--- src/rtl/agegain_pkg.sv ---
package agegain_pkg;

    localparam int GAIN_W   = 5;
    localparam int TGAIN_W  = 4;
    localparam int AGEF_W   = 2;
    localparam int OFF_W    = 3;
    localparam int COEF_W   = GAIN_W + TGAIN_W + AGEF_W;
    localparam int FRAC_SH  = 9;   // /16 for cycles and /32 for age factor
    localparam int THR_W    = 8;
    localparam int THR_SH   = 5;   // code * 32 = code * C/8 in C/256 units

    localparam logic [7:0] FIXED_DCOMP = 8'h6C;
    localparam logic [7:0] FIXED_TCOMP = 8'h46;

    typedef enum logic [1:0] {
        ST_IDLE = 2'd0,
        ST_MUL  = 2'd1,
        ST_FIN  = 2'd2
    } ag_state_e;

endpackage

--- src/rtl/agegain_decode.sv ---
module agegain_decode
    import agegain_pkg::*;
(
    input  logic              fix_dc_i,
    input  logic              fix_tc_i,
    input  logic [7:0]        dcomp_i,
    input  logic [7:0]        tcomp_i,
    input  logic [7:0]        agedv_i,
    output logic [GAIN_W-1:0] gain_o,
    output logic [OFF_W-1:0]  offcode_o,
    output logic [TGAIN_W-1:0] tgain_o,
    output logic [AGEF_W-1:0] agef_o,
    output logic [COEF_W-1:0] coef_o
);

    logic [7:0] dsel;
    logic [7:0] tsel;

    always_comb begin
        dsel      = fix_dc_i ? FIXED_DCOMP : dcomp_i;
        tsel      = fix_tc_i ? FIXED_TCOMP : tcomp_i;
        gain_o    = dsel[7 -: GAIN_W];
        offcode_o = dsel[OFF_W-1:0];
        tgain_o   = tsel[7 -: TGAIN_W];
        agef_o    = agedv_i[7 -: AGEF_W];
        // small constant-width coefficient: G * T * A
        coef_o    = COEF_W'(gain_o) * COEF_W'(tgain_o) * COEF_W'(agef_o);
    end

endmodule

--- src/rtl/agegain_mul.sv ---
module agegain_mul
    import agegain_pkg::*;
#(
    parameter int CYC_W = 16,
    localparam int PROD_W = COEF_W + CYC_W
)(
    input  logic              clk,
    input  logic              rst_n,
    input  logic              load_i,
    input  logic              step_i,
    input  logic [COEF_W-1:0] mcand_i,
    input  logic [CYC_W-1:0]  mplier_i,
    output logic [PROD_W-1:0] prod_o
);

    typedef struct packed {
        logic [PROD_W-1:0] acc;
        logic [PROD_W-1:0] mcand;
        logic [CYC_W-1:0]  mplier;
    } mul_s;

    mul_s m_d, m_q;

    always_comb begin
        m_d = m_q;
        if (load_i) begin
            m_d.acc    = '0;
            m_d.mcand  = PROD_W'(mcand_i);
            m_d.mplier = mplier_i;
        end else if (step_i) begin
            if (m_q.mplier[0]) begin
                m_d.acc = m_q.acc + m_q.mcand;
            end
            m_d.mcand  = m_q.mcand << 1;
            m_d.mplier = m_q.mplier >> 1;
        end
    end

    always_ff @(posedge clk or negedge rst_n) begin
        if (!rst_n) begin
            m_q <= '0;
        end else begin
            m_q <= m_d;
        end
    end

    assign prod_o = m_q.acc;

endmodule

--- src/rtl/agegain_sat.sv ---
module agegain_sat
    import agegain_pkg::*;
#(
    parameter int PROD_W = 27,
    parameter int OUT_W  = 16,
    localparam int SH_W  = PROD_W - FRAC_SH,
    localparam int SUM_W = ((SH_W > GAIN_W) ? SH_W : GAIN_W) + 1
)(
    input  logic [GAIN_W-1:0] base_i,
    input  logic [PROD_W-1:0] prod_i,
    output logic [OUT_W-1:0]  res_o
);

    logic [SUM_W-1:0] sum;

    always_comb begin
        sum = SUM_W'(base_i) + SUM_W'(prod_i >> FRAC_SH);
    end

    generate
        if (SUM_W > OUT_W) begin : g_clip
            always_comb begin
                res_o = (|sum[SUM_W-1:OUT_W]) ? {OUT_W{1'b1}} : sum[OUT_W-1:0];
            end
        end else begin : g_wide
            always_comb begin
                res_o = OUT_W'(sum);
            end
        end
    endgenerate

endmodule

--- src/rtl/agegain_top.sv ---
module agegain_top
    import agegain_pkg::*;
#(
    parameter int CYC_W = 16,
    parameter int OUT_W = 16
)(
    input  logic             clk,
    input  logic             rst_n,
    input  logic             start_i,
    input  logic             fix_dc_i,
    input  logic             fix_tc_i,
    input  logic [7:0]       dcomp_i,
    input  logic [7:0]       tcomp_i,
    input  logic [7:0]       agedv_i,
    input  logic [CYC_W-1:0] cycles_i,
    output logic [OUT_W-1:0] aged_gain_o,
    output logic [THR_W-1:0] offset_thr_o,
    output logic             done_o
);

    localparam int PROD_W = COEF_W + CYC_W;
    localparam int CNT_W  = $clog2(CYC_W + 1);
    localparam logic [CNT_W-1:0] LAST_STEP = CNT_W'(CYC_W - 1);

    typedef struct packed {
        ag_state_e         state;
        logic [CNT_W-1:0]  cnt;
        logic [GAIN_W-1:0] gain;
        logic [OFF_W-1:0]  offcode;
        logic [AGEF_W-1:0] agef;
        logic [OUT_W-1:0]  aged;
        logic [THR_W-1:0]  thr;
        logic              done;
    } top_s;

    top_s r_d, r_q;

    logic [GAIN_W-1:0]  dec_gain;
    logic [OFF_W-1:0]   dec_off;
    logic [TGAIN_W-1:0] dec_tgain;
    logic [AGEF_W-1:0]  dec_agef;
    logic [COEF_W-1:0]  dec_coef;
    logic [PROD_W-1:0]  prod;
    logic [OUT_W-1:0]   sat_res;
    logic               accept;
    logic               mul_step;

    // signals exposed to the bound checker
    logic               busy;
    logic [GAIN_W-1:0]  base_gain;
    logic [AGEF_W-1:0]  age_fac;

    agegain_decode u_dec (
        .fix_dc_i  (fix_dc_i),
        .fix_tc_i  (fix_tc_i),
        .dcomp_i   (dcomp_i),
        .tcomp_i   (tcomp_i),
        .agedv_i   (agedv_i),
        .gain_o    (dec_gain),
        .offcode_o (dec_off),
        .tgain_o   (dec_tgain),
        .agef_o    (dec_agef),
        .coef_o    (dec_coef)
    );

    agegain_mul #(.CYC_W(CYC_W)) u_mul (
        .clk      (clk),
        .rst_n    (rst_n),
        .load_i   (accept),
        .step_i   (mul_step),
        .mcand_i  (dec_coef),
        .mplier_i (cycles_i),
        .prod_o   (prod)
    );

    agegain_sat #(.PROD_W(PROD_W), .OUT_W(OUT_W)) u_sat (
        .base_i (r_q.gain),
        .prod_i (prod),
        .res_o  (sat_res)
    );

    always_comb begin
        accept   = start_i && (r_q.state == ST_IDLE);
        mul_step = (r_q.state == ST_MUL);
    end

    always_comb begin
        r_d      = r_q;
        r_d.done = 1'b0;
        unique case (r_q.state)
            ST_IDLE: begin
                if (accept) begin
                    r_d.state   = ST_MUL;
                    r_d.cnt     = '0;
                    r_d.gain    = dec_gain;
                    r_d.offcode = dec_off;
                    r_d.agef    = dec_agef;
                end
            end
            ST_MUL: begin
                if (r_q.cnt == LAST_STEP) begin
                    r_d.state = ST_FIN;
                end else begin
                    r_d.cnt = r_q.cnt + 1'b1;
                end
            end
            ST_FIN: begin
                r_d.aged  = sat_res;
                r_d.thr   = THR_W'(r_q.offcode) << THR_SH;
                r_d.done  = 1'b1;
                r_d.state = ST_IDLE;
            end
            default: begin
                r_d.state = ST_IDLE;
            end
        endcase
    end

    always_ff @(posedge clk or negedge rst_n) begin
        if (!rst_n) begin
            r_q <= '{state: ST_IDLE, default: '0};
        end else begin
            r_q <= r_d;
        end
    end

    assign aged_gain_o  = r_q.aged;
    assign offset_thr_o = r_q.thr;
    assign done_o       = r_q.done;
    assign busy         = (r_q.state != ST_IDLE);
    assign base_gain    = r_q.gain;
    assign age_fac      = r_q.agef;

endmodule

--- config.mk ---
export PLATFORM = sky130hd
export DESIGN_NAME = agegain_top
export DESIGN_NICKNAME = d
export VERILOG_FILES = /design/src/rtl/agegain_pkg.sv /design/src/rtl/agegain_decode.sv /design/src/rtl/agegain_mul.sv /design/src/rtl/agegain_sat.sv /design/src/rtl/agegain_top.sv
export SDC_FILE = /design/constraint.sdc
export NUM_CORES = 1
export LEC_CHECK = 0
export ABC_CLOCK_PERIOD_IN_PS = 3300
export BUFFER_PORTS_ARGS = -buffer_cell sky130_fd_sc_hd__buf_2
export CAP_MARGIN = 30
export CORE_MARGIN = 3
export CORE_UTILIZATION = 40
export CTS_BUF_LIST = sky130_fd_sc_hd__clkbuf_8
export DETAILED_ROUTE_END_ITERATION = 8
export PLACE_DENSITY = 0.64
export SYNTH_ARGS = -nofsm -noshare
export SYNTH_HDL_FRONTEND = slang
export SYNTH_SLANG_ARGS = --single-unit
--- constraint.sdc ---
create_clock -name clk -period 3.3 [get_ports clk]
set_clock_uncertainty 0.1 [all_clocks]
set_input_delay 0 -clock clk [delete_from_list [all_inputs] [get_ports clk]]
set_output_delay 0 -clock clk [all_outputs]
set_load 0.1 [all_outputs]
Word-level counts from Yosys, hierarchy flattened
Cells that the tools add are included.
{ "word_totals": {"reg_bits": 107, "in_bits": 45, "word_cells": 44} }
{ "op_classes": {"add_sub_neg": 3, "n_mul": 2, "n_eq_ne": 6, "muxes": 12, "n_reduce_logical": 10} }
{ "op_table": {"columns": ["op", "n"], "rows": [
  ["70-bit 2-to-1 mux", 2],
  ["27-bit adder", 1],
  ["27-bit 2-to-1 mux", 1],
  ["5-bit by 18-bit adder with 19-bit output", 1],
  ["17-bit 2-to-1 mux", 1],
  ["16-bit 2-to-1 mux", 1],
  ["8-bit 2-to-1 mux", 2],
  ["9-bit by 2-bit multiplier with 11-bit output", 1],
  ["5-bit case mux with 2 select lines", 1],
  ["5-bit by 4-bit multiplier with 9-bit output", 1],
  ["2-bit AND reduction", 3],
  ["2-bit nonzero test", 3],
  ["5-bit by 1-bit adder with 5-bit output, second input constant", 1],
  ["5-bit by 4-bit == test with 1-bit output, second input constant", 1],
  ["5-bit 2-to-1 mux", 1],
  ["2-bit inequality test, second input constant", 2],
  ["2-bit case mux with 2 select lines", 1],
  ["3-bit AND reduction", 1],
  ["3-bit OR reduction", 1],
  ["2-bit by 1-bit == test with 1-bit output, second input constant", 1],
  ["2-bit == test, second input constant", 1],
  ["2-bit logical NOT", 1],
  ["2-bit 2-to-1 mux", 1],
  ["2-bit by 1-bit inequality test with 1-bit output, second input constant", 1],
  ["other kinds (2)", 2]
]} }

Depth between registers and ports, before layout
{ "depth": {"depth_word": 4, "mapped_depth": 19, "mapped_depth_nobuf": 19} }

By module
From an unflattened synthesis, not the netlist that was laid out.
{ "unflattened": {"cells_unflattened": 858, "area_unflattened_um2": 7817.5} }
{ "modules_own_cells": {"columns": ["mod", "n_inst", "cells_per_inst", "area_each_um2"], "rows": [
  ["agegain_mul", 1, 493, 4450.5],
  ["agegain_top", 1, 114, 1555.2],
  ["agegain_decode", 1, 168, 1232.4],
  ["agegain_sat", 1, 83, 579.3]
]} }

Worst setup path before layout
OpenSTA, ideal clock, no wires.
{ "synth_timing": {"path_type": "input to register", "start": "in fix_tc_i", "end": "reg u_mul.m_q[25] (netlist bit)", "arrival_time_ns": 3.770, "path_slack_ns": -0.648, "cell_stages": 18, "n_path_buf": 0, "cell_sequence": "nand2b_1 -> or2_2 -> fa_1 -> inv_1 -> fa_1 -> inv_1 -> fa_1 -> nor2b_1 -> o21a_1 -> nor2_1 -> xnor2_1 -> and2_1 -> ha_1 -> or2_2 -> a21oi_1 -> a21oi_1 -> xor2_1 -> a21oi_1"} }
{ "synth_via": {"elab_chain_cells": 4} }
{ "synth_rtl": {"columns": ["item", "line", "text"], "rows": [
  ["start: declaration", "agegain_top.sv:11", "input logic fix_tc_i,"],
  ["8-bit 2-to-1 mux", "agegain_decode.sv:21", "tsel = fix_tc_i ? FIXED_TCOMP : tcomp_i;"],
  ["5-bit by 4-bit multiplier with 9-bit output", "agegain_decode.sv:27", "coef_o = COEF_W'(gain_o) * COEF_W'(tgain_o) * COEF_W'(agef_o);"],
  ["9-bit by 2-bit multiplier with 11-bit output", "agegain_decode.sv:27", null],
  ["70-bit 2-to-1 mux", "agegain_mul.sv:26", "if (load_i) begin"],
  ["end signal: assignment", "agegain_mul.sv:43", "m_q <= m_d;"],
  ["end: declaration", "agegain_mul.sv:22", "mul_s m_d, m_q;"]
]} }
No other way between the ends.
A chain may end at the register's enable or synchronous reset.

Final worst setup path
{ "layout_timing": {"start": "in fix_tc_i", "end": "reg u_mul.m_q[26] (netlist bit)"} }
The elaborated chain is that of the path after synthesis.

==> flow_metrics.py <==
metrics = {
    "run_status": {
        "run_status": "finished, violations left",
        "violations": "negative setup slack",
    },
    "clocking": {
        "cts_max_path_buffers": 2,
        "cts_tree": "yes",
        "path_clk_slew_ns": 0.10,
        "cts_sinks": 105,
        "clk_latency_ns": 0.39,
        "cts_buffers": 9,
        "cts_root_buf": "clkbuf_8",
        "htreeDepth": 3,
    },
    "worst_setup_path": {
        "critPathSlowestCell": "fa_1",
        "criticalPathCategory": "in2reg",
        "r2r-end": "u_mul.prod_o[24]",
        "crit_fanout": 4,
        "critPathRequiredTime_ns": 3.48,
        "reg2reg_depth": 10,
        "arrival_ns": 3.55,
        "cp_cell_sequence": "buf_8, nand2b_4, or2_4, fa_1, inv_1, fa_1, ha_1, a21o_1, a21oi_2, o21bai_1, a21oi_1, xnor2_1, and2_4, ha_4, or2_4, a21oi_4, buf_6, a2111oi_4, o21bai_1",
        "regToRegSetupSlack_ns": 0.49,
        "cp_slowest_stage_delay_ns": 0.53,
        "start_kind": "primary input",
        "r2r-start": "u_mul.m_q[16]",
        "endpoint_kind": "flip-flop",
    },
    "synth": {
        "avgSynthCellArea_um2": 8.65,
        "synth-edff-count": 0,
        "synth_warnings": 0,
        "ys_ff_latch": 105,
        "synth_cell_types": 65,
        "ys_async_sr_fraction_pct": 100,
        "yosysSeqAreaShare_pct": 36.8,
        "netlist_area_mm2": 0.00714,
        "syn_inst": 826,
        "synth-main-ff-cell": "dfrtp_1",
    },
    "route": {
        "first_pass_iters": 4,
        "drc": 0,
        "drt_wl_total_mm": 17.2,
        "vias_per_cell": 5.21,
        "drtIter0Drc": 425,
        "postRouteAntennaNets": 0,
        "wl_per_cell_um": 15.1,
        "vias": 5935,
    },
    "placement": {
        "routabilityCongestion": 0.849,
        "placed_area_mm2": 0.00780,
        "dp.final_hpwl_mm": 12.6,
        "port_buffers": 54,
        "pre_cts_slack_ns": -0.534,
    },
    "cells_and_area": {
        "antennaDiodeCount": 0,
        "multi_input_area_mm2": 0.00427,
        "mostFrequentLayoutCell": "nand2_1",
        "layout-drive-gt1-share_pct": 17.4,
        "fin_nets": 1018,
        "seq_area_mm2": 0.00263,
        "fin_area_mm2": 0.00843,
        "final_cell_mix": "142 x nand2_1, 105 x dfrtp_1, 67 x nor2_1",
        "fill_cells": 1667,
        "fin_util_pct": 48.4,
        "area_delta_synth_final_pct": 18.1,
    },
    "sta": {
        "fin_setup_tns_ns": -0.146,
        "rsz0062_at_grt": "yes",
        "tightest_slew_ns": 0.840,
        "slew_headroom_pct": 44.0,
        "fmax_ghz": 0.296,
        "drv_slew": 0,
        "setup_ws_ns": -0.0751,
        "finalHoldViolations": 0,
        "setup_viol": 3,
        "period_minus_slack_ns": 3.38,
        "fin_crit_sh_pct": 102,
    },
    "hold_path": {
        "min_path_cells": 6,
        "hold_start": "tcomp_i[4]",
        "min_to": "u_mul.m_q[16]",
        "holdCritPathClass": "in2reg",
    },
    "grt": {
        "grt_pass1_vias": 5903,
        "gr-total-overflow": 0,
        "grtUsageTotal_pct": 17.9,
        "antenna_found_initial": 0,
        "grt_max_degree": 64,
        "grt_first_pass_wirelength_mm": 29.1,
    },
    "pwr": {
        "p_leak_nw": 4.01,
        "power_density_mw_per_mm2": 786,
        "ir_drop_mv": 0.396,
    },
    "floorplan": {
        "ioPinCount": 70,
        "floorplan.initialDensity_pct": 41.0,
        "num_rows": 48,
        "fp.coreArea_mm2": 0.0174,
        "die_h_um": 140,
        "die_area_mm2": 0.0195,
        "die_w_um": 140,
    },
    "flow_run": {
        "max-cap-violations": 0,
    },
}
-- worst max-delay path by stage --
stage / startpoint / to / slack (ns) / cells after the start
2_1_floorplan: fix_tc_i / u_mul.m_q[25] / -0.25 / 18
3_3_place_gp: fix_dc_i / u_mul.m_q[26] / -0.50 / 19
3_5_place_dp: fix_dc_i / u_mul.m_q[25] / -0.53 / 19
4_1_cts: fix_tc_i / u_mul.m_q[25] / -0.1 / 19
5_1_grt: fix_tc_i / u_mul.m_q[25] / -0.26 / 20
6_report: fix_tc_i / u_mul.m_q[26] / -0.08 / 19
-- power breakdown --
group / switching (mW) / total (mW) / leakage (nW) / internal, mW
sequential: 0.399 / 2.14 / 1.36 / 1.74
clock: 0.482 / 0.939 / 0.114 / 0.456
combinational: 2.17 / 3.55 / 2.53 / 1.38
-- Yosys cell counts, types with 11 or more instances --
library cell    n  area, µm²
clkbuf_1       25       93.8
nand2b_1       11       68.8
nor2_1         69        259
buf_4          25        188
nand2_1       142        533
dfrtp_1       105       2630
ha_1           54        676
o21ai_1        13       65.1
o21ai_0        52        260
and2_1         16        100
a22oi_1        17        128
xor2_1         19        166
a21o_1         15        113
nor2b_1        12       75.1
nand3_1        11       55.1
xnor2_1        25        219
a21oi_1        56        280
inv_1          29        109
-- layer usage --
metal | vias to the layer above | track usage, % | routed length [µm]
li1 | 2991 | - | -
met1 | 2827 | 24.5 | 8090
met2 | 98 | 29.7 | 8240
met3 | 19 | 2.82 | 615
met4 | 0 | 4.95 | 296
met5 | - | 0 | 0
-- worst max-delay path, delay by kind of cell --
kind | cells | cell delay [ns]
simple gates | 4 | 0.79
xor+xnor | 1 | 0.15
buf+inv | 3 | 0.26
fa+ha+maj | 4 | 1.46
compound gates | 7 | 0.90
-- layout make-up --
cell class / count / share of cell area, %
multi-input cells: 640 / 50.7
flip-flops and latches: 105 / 31.2
repair buffers: 125 / 10.8
well taps: 225 / 3.34
clock buffers: 10 / 1.63
inverters: 29 / 1.29
clock inverters: 6 / 1.11
-- through the flow --
stage / hold slack, ns / cells / power (mW)
finish: 0.0428 / 1140 / 6.62
CTS: 0.0283 / 1139 / 6.63
detailed placement: 0.0629 / 1094 / 5.64
global route: 0.0758 / 1140 / 7.19
floorplan: -0.396 / 830 / 4.82
global placement: 0.0606 / 1094 / 5.59
-- registers in the layout, indices dropped and copies added, names as in the netlist --
signal,count
aged_gain_o,16
u_mul.prod_o,27
base_gain,5
offset_thr_o,3
done_o,1
r_q,10
u_mul.m_q,43
-- repair_timing --
item | CTS | global route
setup buffers | 0 | 1
endpoints found under the setup margin | 3 | 5
hold endpoints to repair | 88 | 0
hold buffers | 29 | 0
pin swaps | 2 | 9
resized for setup | 10 | 8
-- kinds of logic after synthesis --
group,Yosys count,synth area share [%]
and+or+nand+nor,304,19.4
AOI/OAI and AO/OA,217,19.5
DFF,105,36.8
buffers and inverters,85,5.80
adders and majority gates,63,12.0
xor gates and xnor gates,44,5.40
muxes,7,1.05
other,1,0.0525
(Power assumes the default switching activity.)
